[src/rtl/oqpsk_spr_pkg.sv]
package oqpsk_spr_pkg;

    typedef enum logic [1:0] {
        SPR_FULL    = 2'b00,
        SPR_HALF    = 2'b01,
        SPR_QUARTER = 2'b10
    } spr_len_e;

    localparam logic [15:0] FULL_BASE_F0 = 16'h3A6E;
    localparam logic [15:0] FULL_BASE_F1 = 16'hC5B1;
    localparam logic [7:0]  HALF_BASE_F0 = 8'h1D;
    localparam logic [7:0]  HALF_BASE_F1 = 8'hB2;
    localparam logic [3:0]  QTR_BASE_F0  = 4'h6;
    localparam logic [3:0]  QTR_BASE_F1  = 4'h9;
    localparam logic [14:0] SCR_SEED     = 15'h7FFF;

    function automatic spr_len_e rate_to_len(input logic [1:0] r);
        if (r[1])      return SPR_QUARTER;
        else if (r[0]) return SPR_HALF;
        else           return SPR_FULL;
    endfunction

    function automatic logic [15:0] rotl16(input logic [15:0] x, input logic [3:0] k);
        logic [31:0] w;
        w = {x, x} << k;
        return w[31:16];
    endfunction

    function automatic logic [7:0] rotl8(input logic [7:0] x, input logic [2:0] k);
        logic [15:0] w;
        w = {x, x} << k;
        return w[15:8];
    endfunction

endpackage

[src/rtl/oqpsk_code_gen.sv]
module oqpsk_code_gen
    import oqpsk_spr_pkg::*;
(
    input  logic [3:0]  sym,
    input  logic        fam,
    input  spr_len_e    len_sel,
    output logic [15:0] code,
    output logic [3:0]  last_idx
);
    logic [15:0] full_base;
    logic [7:0]  half_base;
    logic [3:0]  qtr_base;

    always_comb begin
        full_base = fam ? FULL_BASE_F1 : FULL_BASE_F0;
        half_base = fam ? HALF_BASE_F1 : HALF_BASE_F0;
        qtr_base  = fam ? QTR_BASE_F1  : QTR_BASE_F0;
        unique case (len_sel)
            SPR_HALF: begin
                code     = {8'h00, rotl8(half_base, sym[2:0]) ^ {8{sym[3]}}};
                last_idx = 4'd7;
            end
            SPR_QUARTER: begin
                code     = {12'h000, sym ^ qtr_base};
                last_idx = 4'd3;
            end
            default: begin
                code     = rotl16(full_base, {sym[2:0], 1'b0}) ^ {16{sym[3]}};
                last_idx = 4'd15;
            end
        endcase
    end
endmodule

[src/rtl/oqpsk_chip_scrambler.sv]
module oqpsk_chip_scrambler
    import oqpsk_spr_pkg::*;
(
    input  logic        clk,
    input  logic        rst_n,
    input  logic        reseed,
    input  logic        advance,
    output logic        scr_bit,
    output logic [14:0] scr_state
);
    logic [14:0] lfsr_d, lfsr_q;

    assign scr_bit   = lfsr_q[14] ^ lfsr_q[13];
    assign scr_state = lfsr_q;

    always_comb begin
        lfsr_d = lfsr_q;
        if (reseed)       lfsr_d = SCR_SEED;
        else if (advance) lfsr_d = {lfsr_q[13:0], scr_bit};
    end

    always_ff @(posedge clk or negedge rst_n) begin
        if (!rst_n) lfsr_q <= SCR_SEED;
        else        lfsr_q <= lfsr_d;
    end
endmodule

[src/rtl/oqpsk_dual_rate_spreader.sv]
module oqpsk_dual_rate_spreader
    import oqpsk_spr_pkg::*;
#(
    parameter int PRE_BYTES = 4,
    parameter int LEN_W     = 7
) (
    input  logic       clk,
    input  logic       rst_n,
    input  logic       chip_rate_sel,
    input  logic [1:0] rate_sel,
    input  logic       scram_en,
    input  logic       in_valid,
    input  logic [7:0] in_data,
    output logic       in_ready,
    output logic       chip_out,
    output logic       chip_valid,
    output logic       frame_done
);
    localparam int HDR_BYTES = PRE_BYTES + 2;
    localparam int HDR_W     = $clog2(HDR_BYTES + 1);

    typedef struct packed {
        logic             have;
        logic [7:0]       byte_v;
        logic             psdu;
        logic             last;
        logic             half;
        logic [3:0]       chip;
        logic             in_frame;
        logic [HDR_W-1:0] hdr;
        logic [LEN_W-1:0] rem;
        logic             fam;
        spr_len_e         len_e;
        logic             scr_on;
    } st_t;

    st_t q, d;

    logic [3:0]  sym;
    spr_len_e    len_sel;
    logic [15:0] code;
    logic [3:0]  last_idx;
    logic        sym_end, byte_end, load, scr_active, scr_bit, reseed;
    logic [14:0] scr_state;
    logic        frame_active_w, cur_psdu_w;
    logic [1:0]  cfg_len_w;

    assign sym     = q.half ? q.byte_v[7:4] : q.byte_v[3:0];
    assign len_sel = q.psdu ? q.len_e : SPR_FULL;

    oqpsk_code_gen u_code (
        .sym      (sym),
        .fam      (q.fam),
        .len_sel  (len_sel),
        .code     (code),
        .last_idx (last_idx)
    );

    assign sym_end    = q.have && (q.chip == last_idx);
    assign byte_end   = sym_end && q.half;
    assign in_ready   = !q.have || (byte_end && !q.last);
    assign load       = in_valid && in_ready;
    assign scr_active = q.have && q.psdu && q.scr_on;
    assign reseed     = load && !(q.in_frame && (q.hdr == HDR_W'(HDR_BYTES)));

    oqpsk_chip_scrambler u_scr (
        .clk       (clk),
        .rst_n     (rst_n),
        .reseed    (reseed),
        .advance   (scr_active),
        .scr_bit   (scr_bit),
        .scr_state (scr_state)
    );

    assign chip_out   = q.have & (code[q.chip] ^ (scr_active & scr_bit));
    assign chip_valid = q.have;
    assign frame_done = byte_end && q.last;

    assign frame_active_w = q.in_frame;
    assign cur_psdu_w     = q.psdu;
    assign cfg_len_w      = q.len_e;

    always_comb begin
        d = q;
        if (q.have) begin
            if (sym_end) begin
                d.chip = 4'd0;
                d.half = ~q.half;
                if (q.half) begin
                    d.have = 1'b0;
                    if (q.last) d.in_frame = 1'b0;
                end
            end else begin
                d.chip = q.chip + 4'd1;
            end
        end
        if (load) begin
            d.have   = 1'b1;
            d.byte_v = in_data;
            d.half   = 1'b0;
            d.chip   = 4'd0;
            if (!q.in_frame) begin
                d.in_frame = 1'b1;
                d.fam      = chip_rate_sel;
                d.len_e    = rate_to_len(rate_sel);
                d.scr_on   = scram_en && (rate_to_len(rate_sel) == SPR_QUARTER);
                d.psdu     = 1'b0;
                d.last     = 1'b0;
                d.hdr      = HDR_W'(1);
            end else if (q.hdr != HDR_W'(HDR_BYTES)) begin
                d.psdu = 1'b0;
                d.hdr  = q.hdr + HDR_W'(1);
                if (q.hdr == HDR_W'(HDR_BYTES - 1)) begin
                    d.rem  = in_data[LEN_W-1:0];
                    d.last = (in_data[LEN_W-1:0] == '0);
                end else begin
                    d.last = 1'b0;
                end
            end else begin
                d.psdu = 1'b1;
                d.rem  = q.rem - LEN_W'(1);
                d.last = (q.rem == LEN_W'(1));
            end
        end
    end

    always_ff @(posedge clk or negedge rst_n) begin
        if (!rst_n) begin
            q        <= '0;
            q.len_e  <= SPR_FULL;
        end else begin
            q <= d;
        end
    end
endmodule

[config.mk]
export PLATFORM = sky130hd
export DESIGN_NAME = oqpsk_dual_rate_spreader
export DESIGN_NICKNAME = d
export VERILOG_FILES = /design/src/rtl/oqpsk_spr_pkg.sv /design/src/rtl/oqpsk_code_gen.sv /design/src/rtl/oqpsk_chip_scrambler.sv /design/src/rtl/oqpsk_dual_rate_spreader.sv
export SDC_FILE = /design/constraint.sdc
export NUM_CORES = 1
export LEC_CHECK = 0
export ABC_CLOCK_PERIOD_IN_PS = 6750
export BUFFER_PORTS_ARGS = -buffer_cell sky130_fd_sc_hd__buf_2
export CAP_MARGIN = 20
export CORE_ASPECT_RATIO = 1.25
export CORE_MARGIN = 5
export CORE_UTILIZATION = 59
export DETAILED_ROUTE_END_ITERATION = 10
export GPL_ROUTABILITY_DRIVEN = 0
export GPL_TIMING_DRIVEN = 1
export MAX_ROUTING_LAYER = met4
export PLACE_DENSITY_LB_ADDON = 0.08
export REMOVE_ABC_BUFFERS = 1
export SLEW_MARGIN = 0
export SYNTH_ARGS = -nofsm -noshare
export SYNTH_HDL_FRONTEND = slang
export SYNTH_SLANG_ARGS = --single-unit
[constraint.sdc]
create_clock -name clk -period 6.75 [get_ports clk]
set_input_delay 0.3375 -clock clk [delete_from_list [all_inputs] [get_ports clk]]
set_output_delay 0.3375 -clock clk [all_outputs]
set_load 0.005 [all_outputs]
=== Word level (Yosys, flattened, before mapping) ===
Index checks and enable logic that the tools add are counted.
Widths: inputs -> output; s select.

* Flip-flop bits (word level): 46
* Input port bits: 15
* Output and inout bits: 4
* Word-level logic and storage cells: 95

* Add/sub/neg operators: 3
* Magnitude comparators: 1
* Equality and inequality tests: 10
* Shift operators: 2
* Mux-type cells: 35
* Bitwise operators: 9
* Reductions and logical operators: 22

{| class="wikitable"
|+ Operators by type and width
! kind !! number
|-
| $pmux 16 s2 || 1
|-
| $shl 32x4->32 || 1
|-
| $mux 31 || 1
|-
| $mux 15 || 2
|-
| $mux 7 || 3
|-
| $mux 16 || 1
|-
| $mux 4 || 4
|-
| $shl 16x3->16 || 1
|-
| $xor 16x16->16 || 1
|-
| $mux 2 || 6
|-
| $mux 1 || 11
|-
| $logic_and 1x1->1 || 10
|-
| $mux 8 || 1
|-
| $pmux 4 s2 || 1
|-
| $xor 8x8->8 || 1
|-
| $eq 7x1->1 const B || 1
|-
| $logic_not 7->1 || 1
|-
| $sub 7x1->7 const B || 1
|-
| $eq 3x3->1 const B || 2
|-
| $mux 3 || 2
|-
| $mux 6 || 1
|-
| $reduce_and 2->1 || 3
|-
| $reduce_bool 2->1 || 3
|-
| $lt 4x5->1 const B || 1
|-
| other kinds (15) || 22
|}

=== Depth between registers and ports, before layout ===
Gate-level depths: netlist of the first run.

* Word-level depth: 14
* Depth in mapped cells: 13

=== Hierarchy ===
Synthesis of the first run repeated with hierarchy kept, for this count alone.

* Cells, all modules: 438
* Area total of the unflattened synthesis: 3716.1 µm²

{| class="wikitable"
|+ Modules (own cells, without submodules)
! module !! instances !! cells an instance !! area an instance (µm²)
|-
| oqpsk_dual_rate_spreader || 1 || 210 || 1949.4
|-
| oqpsk_code_gen || 1 || 177 || 1122.3
|-
| oqpsk_chip_scrambler || 1 || 51 || 644.4
|}

=== Least setup slack after synthesis of the first run ===
Ideal clock, no wire load.

* Kind: register -> output
* From: reg q[19] (netlist bit)
* To: out chip_out
* Arrival: 2.629 ns
* Required time: 6.412 ns
* Slack: 3.784 ns
* Cell stages (with the launch flop): 12
* Cell sequence: dfrtp_1 buf_6 mux2i_1 ha_1 buf_2 buf_2 o22ai_1 o31a_1 o32ai_1 mux2i_1 o211ai_2 mux2i_1

* Cells in the longest elaborated chain, start to end: 8
* Elaborated cells on any way between the ends: 11

{| class="wikitable"
|+ RTL lines
! item !! RTL line !! text
|-
| start, declared || oqpsk_dual_rate_spreader.sv:37 || <nowiki>st_t q, d;</nowiki>
|-
| $mux 4 * || oqpsk_dual_rate_spreader.sv:48 || <nowiki>assign sym = q.half ? q.byte_v[7:4] : q.byte_v[3:0];</nowiki>
|-
| $shl 32x4->32 / $shl 16x3->16 (equally long branches) || oqpsk_spr_pkg.sv:25, oqpsk_spr_pkg.sv:31 ||
|-
| $xor 16x16->16 / $xor 8x8->8 (equally long branches) || oqpsk_code_gen.sv:28, oqpsk_code_gen.sv:20 ||
|-
| $pmux 16 s2 * || oqpsk_code_gen.sv:18 || <nowiki>unique case (len_sel)</nowiki>
|-
| $bmux 1 s4 * || oqpsk_dual_rate_spreader.sv:75 || <nowiki>assign chip_out = q.have & (code[q.chip] ^ (scr_active & scr_bit));</nowiki>
|-
| $mux 1 (not written as such) * || oqpsk_dual_rate_spreader.sv:75 ||
|-
| $xor 1x1->1 * || oqpsk_dual_rate_spreader.sv:75 ||
|-
| $and 1x1->1 * || oqpsk_dual_rate_spreader.sv:75 ||
|-
| end, declared || oqpsk_dual_rate_spreader.sv:15 || <nowiki>output logic chip_out,</nowiki>
|}

Every way passes the cells marked *; elsewhere a longest branch is shown, timed or not. The select of a mux whose other input is x is not followed.

=== Worst setup path after layout of the first run ===
* From: reg q[3] (netlist bit)
* To: out chip_out

* Cells in the longest elaborated chain, start to end: 8
* Elaborated cells on any way between the ends: 13

{| class="wikitable"
|+ RTL lines
! item !! RTL line
|-
| $mux 16 / $mux 8 (equally long branches) || oqpsk_code_gen.sv:15, oqpsk_code_gen.sv:16
|-
| $shl 32x4->32 / $shl 16x3->16 (equally long branches) || oqpsk_spr_pkg.sv:25, oqpsk_spr_pkg.sv:31
|-
| $xor 16x16->16 / $xor 8x8->8 (equally long branches) || oqpsk_code_gen.sv:28, oqpsk_code_gen.sv:20
|-
| $pmux 16 s2 * || oqpsk_code_gen.sv:18
|-
| $bmux 1 s4 * || oqpsk_dual_rate_spreader.sv:75
|-
| $mux 1 (not written as such) * || oqpsk_dual_rate_spreader.sv:75
|-
| $xor 1x1->1 * || oqpsk_dual_rate_spreader.sv:75
|-
| $and 1x1->1 * || oqpsk_dual_rate_spreader.sv:75
|}

Marked as above.

==> results_dict.tcl, run 1 <==
set metrics [dict create \
    cts_tree "yes" \
    power_mw 2.18 \
    netlist_area_um2 3470 \
    required_ns 6.41 \
    yosysSeqAreaShare 0.337 \
    core_um2 5780 \
    synth_flop_cell "dfrtp_1" \
    synth_edf_count 0 \
    grt_pass1_vias 2832 \
    grt_pass1_wl_um 13200 \
    cts_buffer_depth 2 \
    nFillCells 516 \
    status "finished, final reports clean" \
    clk_pin_slew_ns 0.09 \
    syn_area_per_cell_um2 8.58 \
    cts_sinks 46 \
    start_util 0.601 \
    fmax_ghz 0.224 \
    wirelength_um 7740 \
    worstSetupEndpointType "output port" \
    utilization 0.624 \
    clk_latency_ns 0.30 \
    drive_gt1_frac 0.172 \
    critPathLaunchType "flop" \
    setup-tns-final_ns 0 \
    hold_buffers 0 \
    hp-class "input port to flop" \
    hold_slack_ns 0.268 \
    slew_violations 0 \
    synth_cell_type_count 69 \
    yosysWarnings 0 \
    gr-total-overflow 0 \
    dr_total_vias 2991 \
    vias_per_cell 6.32 \
    area_growth_pct 3.89 \
    routedWlPerCell_um 16.4 \
    tightest_slew_ns 0.814 \
    grt_max_degree 47 \
    nNetsFinal 434 \
    finalHoldViolCount 0 \
    n_antenna_cell 0 \
    die_area_um2 7530 \
    io_pins 19 \
    cts_resized 0 \
    skew_ns 0.0158 \
    relSlewSlack 0.447 \
    portBuffers 18 \
    final-instance-count-excl-fill 473 \
    die_x_um 78.6 \
    grt_usage 0.228 \
    rsz0062_at_grt "false" \
    hpwl_um 5590 \
    p_per_area_nw_per_um2 605 \
    numCtsBuffers 5 \
    worstPathMaxFanout 20 \
    ant_nets 0 \
    cts-root-buf "clkbuf_8" \
    report.final.setup_viol 0 \
    htree_levels 2 \
    setup.worst_path.class "flop to output port" \
    drc_errors 0 \
    numPlacedInstances 463 \
    worst_ep_arrival_time_ns 4.13 \
    finalCritPeriodShare 0.662 \
    synth-async-reset-ratio 1.00 \
    dieHeight_um 95.8 \
    p_leak_nw 1.58 \
    row_count 31 \
    cts_setup_buffers 0 \
    ir_drop_mv 0.273 \
    synth-seq-cells 46 \
    maxCapViolations 0 \
    syn-instance-count 405 \
    post-route-min-period_ns 4.47 \
    drtIter0Drc 252 \
    antenna_found_initial 0 \
    firstDrtPassIters 5 \
]
-- state kept, by name, indices dropped and copies added (netlist names) --
signal	flops
cfg_len_w	2
chip_valid	1
u_scr.scr_state	15
cur_psdu_w	1
q	26
frame_active_w	1
-- through the flow --
stage	setup WS [ns]	cell area [µm²]
floorplan	3.22	3310
global placement	2.74	3490
detailed placement	2.68	3490
CTS	2.33	3580
global route	1.94	3610
finish	2.28	3610
-- area by class of cell --
type | instances | area, µm² | area share
inverters | 19 | 71.3 | 0.0198
flip-flops and latches | 46 | 1170 | 0.324
repair buffers | 21 | 128 | 0.0354
clock buffers | 6 | 72.6 | 0.0201
well taps | 66 | 82.6 | 0.0229
clock inverters | 2 | 13.8 | 0.00381
multi-input cells | 313 | 2070 | 0.574
-- cell usage in the layout, fill, tap and decap left out, types with 5 or more instances in the layout --
| cell type | instances |
|---|---|
| nand2_1 | 70 |
| dfrtp_1 | 31 |
| nor2_1 | 30 |
| nand3_1 | 27 |
| buf_2 | 18 |
| inv_1 | 17 |
| o21ai_0 | 17 |
| a21oi_1 | 15 |
| dfstp_2 | 15 |
| ha_1 | 13 |
| mux2i_1 | 12 |
| nor3_1 | 10 |
| xnor2_1 | 9 |
| mux2_2 | 9 |
| nand2b_1 | 7 |
| o221ai_1 | 6 |
| o21ai_1 | 5 |
| clkbuf_8 | 5 |
-- cells by family (layout without fill, tap and decap cells) --
family | Yosys count | in the layout | share of synthesized area
XOR/XNOR | 13 | 13 | 0.0328
multiplexers | 28 | 28 | 0.0976
AO/OA/AOI/OAI | 98 | 98 | 0.210
AND/OR/NAND/NOR | 161 | 161 | 0.209
buffers and inverters | 46 | 48 | 0.0670
adder cells (fa/ha/maj) | 13 | 13 | 0.0468
flip-flops | 46 | 46 | 0.337
-- layer usage --
layer / share of wire / global-route usage / vias up
met3: 0.031 / 0.0272 / 30
met1: 0.43 / 0.279 / 1421
met2: 0.49 / 0.368 / 84
met5: 0 / - / -
li1: - / - / 1456
met4: 0.045 / 0.125 / 0
-- power by group --
part	leakage (nW)	switching (mW)	total, mW	internal, mW
combinational	1.00	0.814	1.41	0.600
sequential	0.532	0.175	0.605	0.430
clock	0.0452	0.0906	0.164	0.0731
-- cell usage after synthesis (5+ instances only) --
cell	n	share of area
nand2_1	70	0.076
a21oi_1	15	0.022
nand2b_1	7	0.013
clkbuf_1	13	0.014
nand3_1	27	0.039
nor3_1	10	0.014
inv_1	17	0.018
ha_1	13	0.047
dfrtp_1	31	0.22
o221ai_1	6	0.015
mux2_2	9	0.029
dfstp_2	15	0.11
buf_2	6	0.0086
mux2i_1	12	0.035
nor2_1	30	0.032
xnor2_1	9	0.023
o21ai_1	5	0.0072
o21ai_0	17	0.024
-- path summary, 6_finish.rpt --
kind	from	cells after the start	slack [ns]	to
min in group asynchronous	rst_n	2	0.38	q[8]
hold / removal	in_data[7]	3	0.27	q[29]
max in group asynchronous	rst_n	3	5.87	u_scr.scr_state[13]
setup / recovery	q[3]	11	2.28	chip_out
hold reg to reg	u_scr.scr_state[9]	2	0.49	u_scr.scr_state[10]
setup reg to reg	cur_psdu_w	9	3.37	cfg_len_w[1]
-- worst max-delay path, stage by stage, from the launching register on --
cell and delay [ns]:
dfrtp_1 0.74, inv_2 0.22, ha_1 0.80, inv_1 0.37, mux4_1 0.59, xnor2_1 0.14, o21ai_0 0.16, nand4_1 0.12
a32o_1 0.29, o211ai_2 0.08, mux2i_1 0.20, buf_2 0.13
No activity file was read; power rests on OpenSTA's default activity.
==> run 2, diff against run 1 <==
- ABC_CLOCK_PERIOD_IN_PS: 6750 -> 3600
- CORE_UTILIZATION: 59 -> 56
- clock period: 6.75 -> 3.6 ns (I/O delays scaled with it)
==> run 2 against run 1 <==
Net effect: clock skew fell by 0.0053 ns; sequential share of layout area down 0.84 points; count of clock-buffer cells in the layout increased by 1; non-clock buffer count rose by 7; power is 95% higher; die area up 4.7%; cell area rose by 2.7%; highest routed layer unchanged.
==> results_dict.tcl, run 2 (same netlist as run 1, synthesis figures left out) <==
set metrics [dict create \
    nFillCells 562 \
    die_x_um 80.4 \
    row_count 32 \
    r2r_slack_ns 0.46 \
    worstPathMaxFanout 19 \
    firstDrtPassIters 5 \
    tightest_slew_ns 0.573 \
    gr-total-overflow 0 \
    finalCritPeriodShare 0.913 \
    skew_ns 0.0105 \
    clk_pin_slew_ns 0.09 \
    regToRegStartpoint "cur_psdu_w" \
    setup.worst_path.class "flop to output port" \
    slowest_stage "dfrtp_1" \
    antenna_found_initial 0 \
    die_area_um2 7890 \
    utilization 0.605 \
    worst_ep_arrival_time_ns 3.11 \
    largest_register "q" \
    timing.rr.end "q[4]" \
    grt_usage 0.222 \
    rr_worst_depth 9 \
    cts_tree "yes" \
    setup-tns-final_ns 0 \
    crit_chain "mux2i_1 -> ha_1 -> buf_4 -> nor2_1 -> a221oi_1 -> o31a_1 -> o32ai_1 -> mux2i_1 -> o211ai_2 -> mux2i_1 -> buf_2" \
    io_pins 19 \
    maxCapViolations 0 \
    grt_pass1_wl_um 13900 \
    wirelength_um 8050 \
    start_util 0.567 \
    cts_resized 0 \
    slew_violations 0 \
    worstSetupEndpointType "output port" \
    core_um2 6130 \
    layout_commonest_cell "nand2_1" \
    routedWlPerCell_um 16.1 \
    drc_errors 0 \
    p_leak_nw 1.62 \
    p_per_area_nw_per_um2 1150 \
    n_antenna_cell 0 \
    grt_max_degree 47 \
    worst-path-buf-inv 2 \
    finalHoldViolCount 0 \
    clk_latency_ns 0.30 \
    ant_nets 0 \
    drtIter0Drc 205 \
    post-route-min-period_ns 3.29 \
    cp_top_family "multiplexers" \
    relSlewSlack 0.610 \
    numCtsBuffers 5 \
    critPathMaxStageDelay_ns 0.36 \
    portBuffers 18 \
    rsz0062_at_grt "false" \
    cts_sinks 46 \
    dieHeight_um 98.1 \
    status "finished, final reports clean" \
    cts_buffer_depth 2 \
    nNetsFinal 441 \
    fmax_ghz 0.304 \
    required_ns 3.42 \
    final_cell_mix "nand2_1 (70), dfrtp_1 (31), nor2_1 (30)" \
    hold_end "q[3]" \
    htree_levels 2 \
    report.final.setup_viol 0 \
    dr_total_vias 3034 \
    holdCritStartpoint "chip_rate_sel" \
    area_growth_pct 6.66 \
    drive_gt1_frac 0.184 \
    critPathLaunchType "flop" \
    grt_pass1_vias 2875 \
    hpwl_um 5790 \
    vias_per_cell 6.08 \
    largest_reg_flops 26 \
    cts-root-buf "clkbuf_8" \
    crit_top_cell "mux2i_1" \
    hp-class "input port to flop" \
    holdPathStages 3 \
    ir_drop_mv 0.453 \
]
[run 2: cell types whose count changed in the layout (fill, tap and decap cells not counted)]
cell	before	now
buf_4	1	8
bufinv_16	0	1
clkinv_4	1	0
clkinv_2	1	0
clkbuf_1	1	2
[run 2: report_power, final]
part	switching [mW]	internal [mW]	leakage, nW	total, mW
logic	1.63	1.19	1.03	2.82
registers	0.243	0.808	0.532	1.05
clock network	0.169	0.208	0.0524	0.377
[run 2: through the flow]
step	hold slack, ns	cell area (µm²)	power [mW]	std cells	setup slack, ns
floorplan	-0.116	3310	3.14	378	0.225
global placement	0.386	3570	3.82	489	0.544
detailed placement	0.389	3570	3.85	489	0.469
CTS	0.0745	3670	4.25	497	0.289
global route	0.0868	3700	4.62	499	0.0668
finish	0.0796	3700	4.25	499	0.315
[run 2: per-layer routing]
layer / vias to the layer above / track usage / wire length, µm
li1: 1471 / - / -
met1: 1481 / 0.289 / 3510
met2: 68 / 0.363 / 4200
met3: 14 / 0.0258 / 208
met4: 0 / 0.0637 / 128
met5: - / - / 0
[run 2: worst max-delay path by stage]
stage | from | to | slack [ns] | cells after the start
2_1_floorplan | q[19] | chip_out | 0.22 | 10
3_3_place_gp | cur_psdu_w | q[4] | 0.54 | 9
3_5_place_dp | cur_psdu_w | q[4] | 0.47 | 9
4_1_cts | q[19] | chip_out | 0.29 | 12
5_1_grt | q[19] | chip_out | 0.07 | 11
6_report | q[19] | chip_out | 0.31 | 11
[run 2: worst register-to-register path: cells and delay by family (launching register included)]
family                     cells  cell delay, ns
and+or+nand+nor                4            1.06
AOI/OAI and AO/OA              3            0.85
adders and majority gates      1            0.47
DFF                            1            0.42
xor gates and xnor gates       1            0.25
[run 2: area by class of cell]
class,count,area (µm²),area share
Multi-Input combinational cell,313,2070,0.559
Sequential cell,46,1170,0.316
Timing Repair Buffer,28,180,0.0486
Tap cell,85,106,0.0287
Clock buffer,7,76.3,0.0206
Inverter,19,71.3,0.0193
Clock inverter,1,30.0,0.00811
[run 2: what timing repair did]
item / CTS / global route
hold endpoints to repair: 0 / 10
hold buffers: 0 / 1
buffers inserted: 0 / 0
==> run 3, diff against run 2 <==
- CELL_PAD_IN_SITES_DETAIL_PLACEMENT: default -> 1
- CELL_PAD_IN_SITES_GLOBAL_PLACEMENT: default -> 2
- CORE_UTILIZATION: 56 -> 34
- TNS_END_PERCENT: default -> 50
==> run 3 against run 2 <==
Net effect: critical path type unchanged; setup slack got worse by 0.032 ns; critical path depth rose by 1; count of clock-buffer cells in the layout did not move; largest power group unchanged; largest cell class unchanged; sequential share of layout area fell by 1.0 points; first-iteration DRC count fell by 51%; die area rose by 57%; the flow now finishes with violations (hold timing); critical endpoint unchanged; cell count rose by 9.2%.
==> results_dict.tcl, run 3 (same netlist as run 1, synthesis figures left out) <==
set metrics [dict create \
    rr_worst_depth 9 \
    cp_top_family "multiplexers" \
    cts_buffer_depth 2 \
    hpwl_um 7610 \
    grt_usage 0.173 \
    hold_slack_ns -0.0161 \
    n_antenna_cell 0 \
    drive_gt1_frac 0.195 \
    vias_per_cell 5.57 \
    cp.depth 12 \
    row_count 41 \
    p_leak_nw 1.65 \
    critPathLaunchType "flop" \
    setup.worst_path.class "flop to output port" \
    power_mw 4.54 \
    final_cell_mix "nand2_1 (70), dfrtp_1 (31), nor2_1 (30)" \
    pwr-share-seq 0.235 \
    htree_levels 2 \
    worst_ep_arrival_time_ns 3.14 \
    clk_latency_ns 0.29 \
    portBuffers 18 \
    worst-path-buf-inv 3 \
    p_comb_frac 0.656 \
    grt_max_degree 47 \
    switching_share 0.485 \
    io_pins 19 \
    power.switching_mw 2.20 \
    crit_chain "mux2i_4 -> ha_1 -> inv_1 -> buf_4 -> mux4_2 -> a21boi_0 -> xnor2_1 -> o21ai_1 -> a32o_1 -> o211ai_2 -> mux2i_1 -> buf_2" \
    p_per_area_nw_per_um2 1190 \
    gr-total-overflow 0 \
    critPathMaxStageDelay_ns 0.50 \
    cts_tree "yes" \
    dieHeight_um 123 \
    die_area_um2 12300 \
    cts-root-buf "clkbuf_16" \
    rsz0062_at_grt "false" \
    drtIter0Drc 100 \
    numCtsBuffers 5 \
    grt_pass1_vias 3244 \
    cts_setup_buffers 0 \
    firstDrtPassIters 4 \
    skew_ns 0.00402 \
    wirelength_um 9950 \
    grt_pass1_wl_um 16400 \
    hold_buffers 0 \
    clk_pin_slew_ns 0.06 \
    fmax_ghz 0.301 \
    nNetsFinal 443 \
    ant_nets 0 \
    maxCapViolations 0 \
    antenna_found_initial 0 \
    setup-tns-final_ns 0 \
    cts_sinks 46 \
    largest_register "q" \
    slew_violations 0 \
    dr_total_vias 3033 \
    core_um2 10100 \
    layout_commonest_cell "nand2_1" \
    tightest_slew_ns 0.612 \
    finalHoldViolCount 22 \
    finalCritPeriodShare 0.922 \
    cts_resized 0 \
    status "finished with violations" \
    required_ns 3.42 \
    largest_reg_flops 26 \
    start_util 0.345 \
    worstSetupEndpointType "output port" \
    relSlewSlack 0.591 \
    slowest_stage "mux4_2" \
    cell_internal_pwr_mw 2.33 \
    post-route-min-period_ns 3.32 \
    worstPathMaxFanout 10 \
    area_growth_pct 10.2 \
    utilization 0.381 \
    drc_errors 0 \
    violations "hold timing" \
    ir_drop_mv 0.402 \
    die_x_um 100 \
    hp-class "input port to async pin" \
    pwr-share-clk 0.109 \
    routedWlPerCell_um 18.3 \
    report.final.setup_viol 0 \
]
run 3: cell types whose count changed in the layout (fill, tap and decap cells not counted), sizes merged:
| cell | before | now |
|---|---|---|
| inv | 19 | 20 |
| buf | 27 | 30 |
| bufinv | 1 | 0 |
| dlygate4sd3 | 1 | 0 |
run 3: layer usage:
layer / global-route usage / part of all wire / routed length (µm) / vias to the layer above
li1: - / - / - / 1468
met1: 0.187 / 0.41 / 4060 / 1495
met2: 0.313 / 0.53 / 5280 / 47
met3: 0.0203 / 0.019 / 191 / 23
met4: 0.0809 / 0.042 / 414 / 0
met5: - / 0 / 0 / -
run 3: power groups by stage:
stage | Clock, mW | Sequential, mW | Combinational, mW
2_1_floorplan | 0 | 1.05 | 2.10
3_3_place_gp | 0 | 1.05 | 2.96
3_5_place_dp | 0 | 1.07 | 2.98
4_1_cts | 0.513 | 1.06 | 2.99
5_1_grt | 0.539 | 1.11 | 3.29
6_report | 0.494 | 1.06 | 2.98
run 3: cell type report:
cell class,instances,area [µm²]
Tap cell,129,161
Clock inverter,1,6.26
Multi-Input combinational cell,313,2080
Fill cell,1261,6230
Clock buffer,7,154
Inverter,19,71.3
Timing Repair Buffer,30,180
Sequential cell,46,1170
run 3: path summary, 6_finish.rpt:
| path | startpoint | to | slack, ns |
|---|---|---|---|
| min in group clk | chip_rate_sel | q[3] | 0.10 |
| worst min register to register | u_scr.scr_state[9] | u_scr.scr_state[10] | 0.49 |
| max in group asynchronous | rst_n | q[18] | 3.21 |
| worst max register to register | cur_psdu_w | q[4] | 0.43 |
| worst max-delay path | q[19] | chip_out | 0.28 |
| worst min-delay path | rst_n | q[6] | -0.02 |
run 3: metrics by stage:
| stage | cells | cell area [µm²] | hold slack (ns) | worst slack [ns] |
|---|---|---|---|---|
| after floorplan | 378 | 3310 | -0.116 | 0.225 |
| after global placement | 537 | 3650 | 0.312 | 0.484 |
| after detailed placement | 537 | 3650 | 0.318 | 0.397 |
| after CTS | 545 | 3810 | 0.00732 | 0.177 |
| after global routing | 545 | 3830 | 0.0446 | 0.0250 |
| final | 545 | 3830 | -0.0161 | 0.282 |
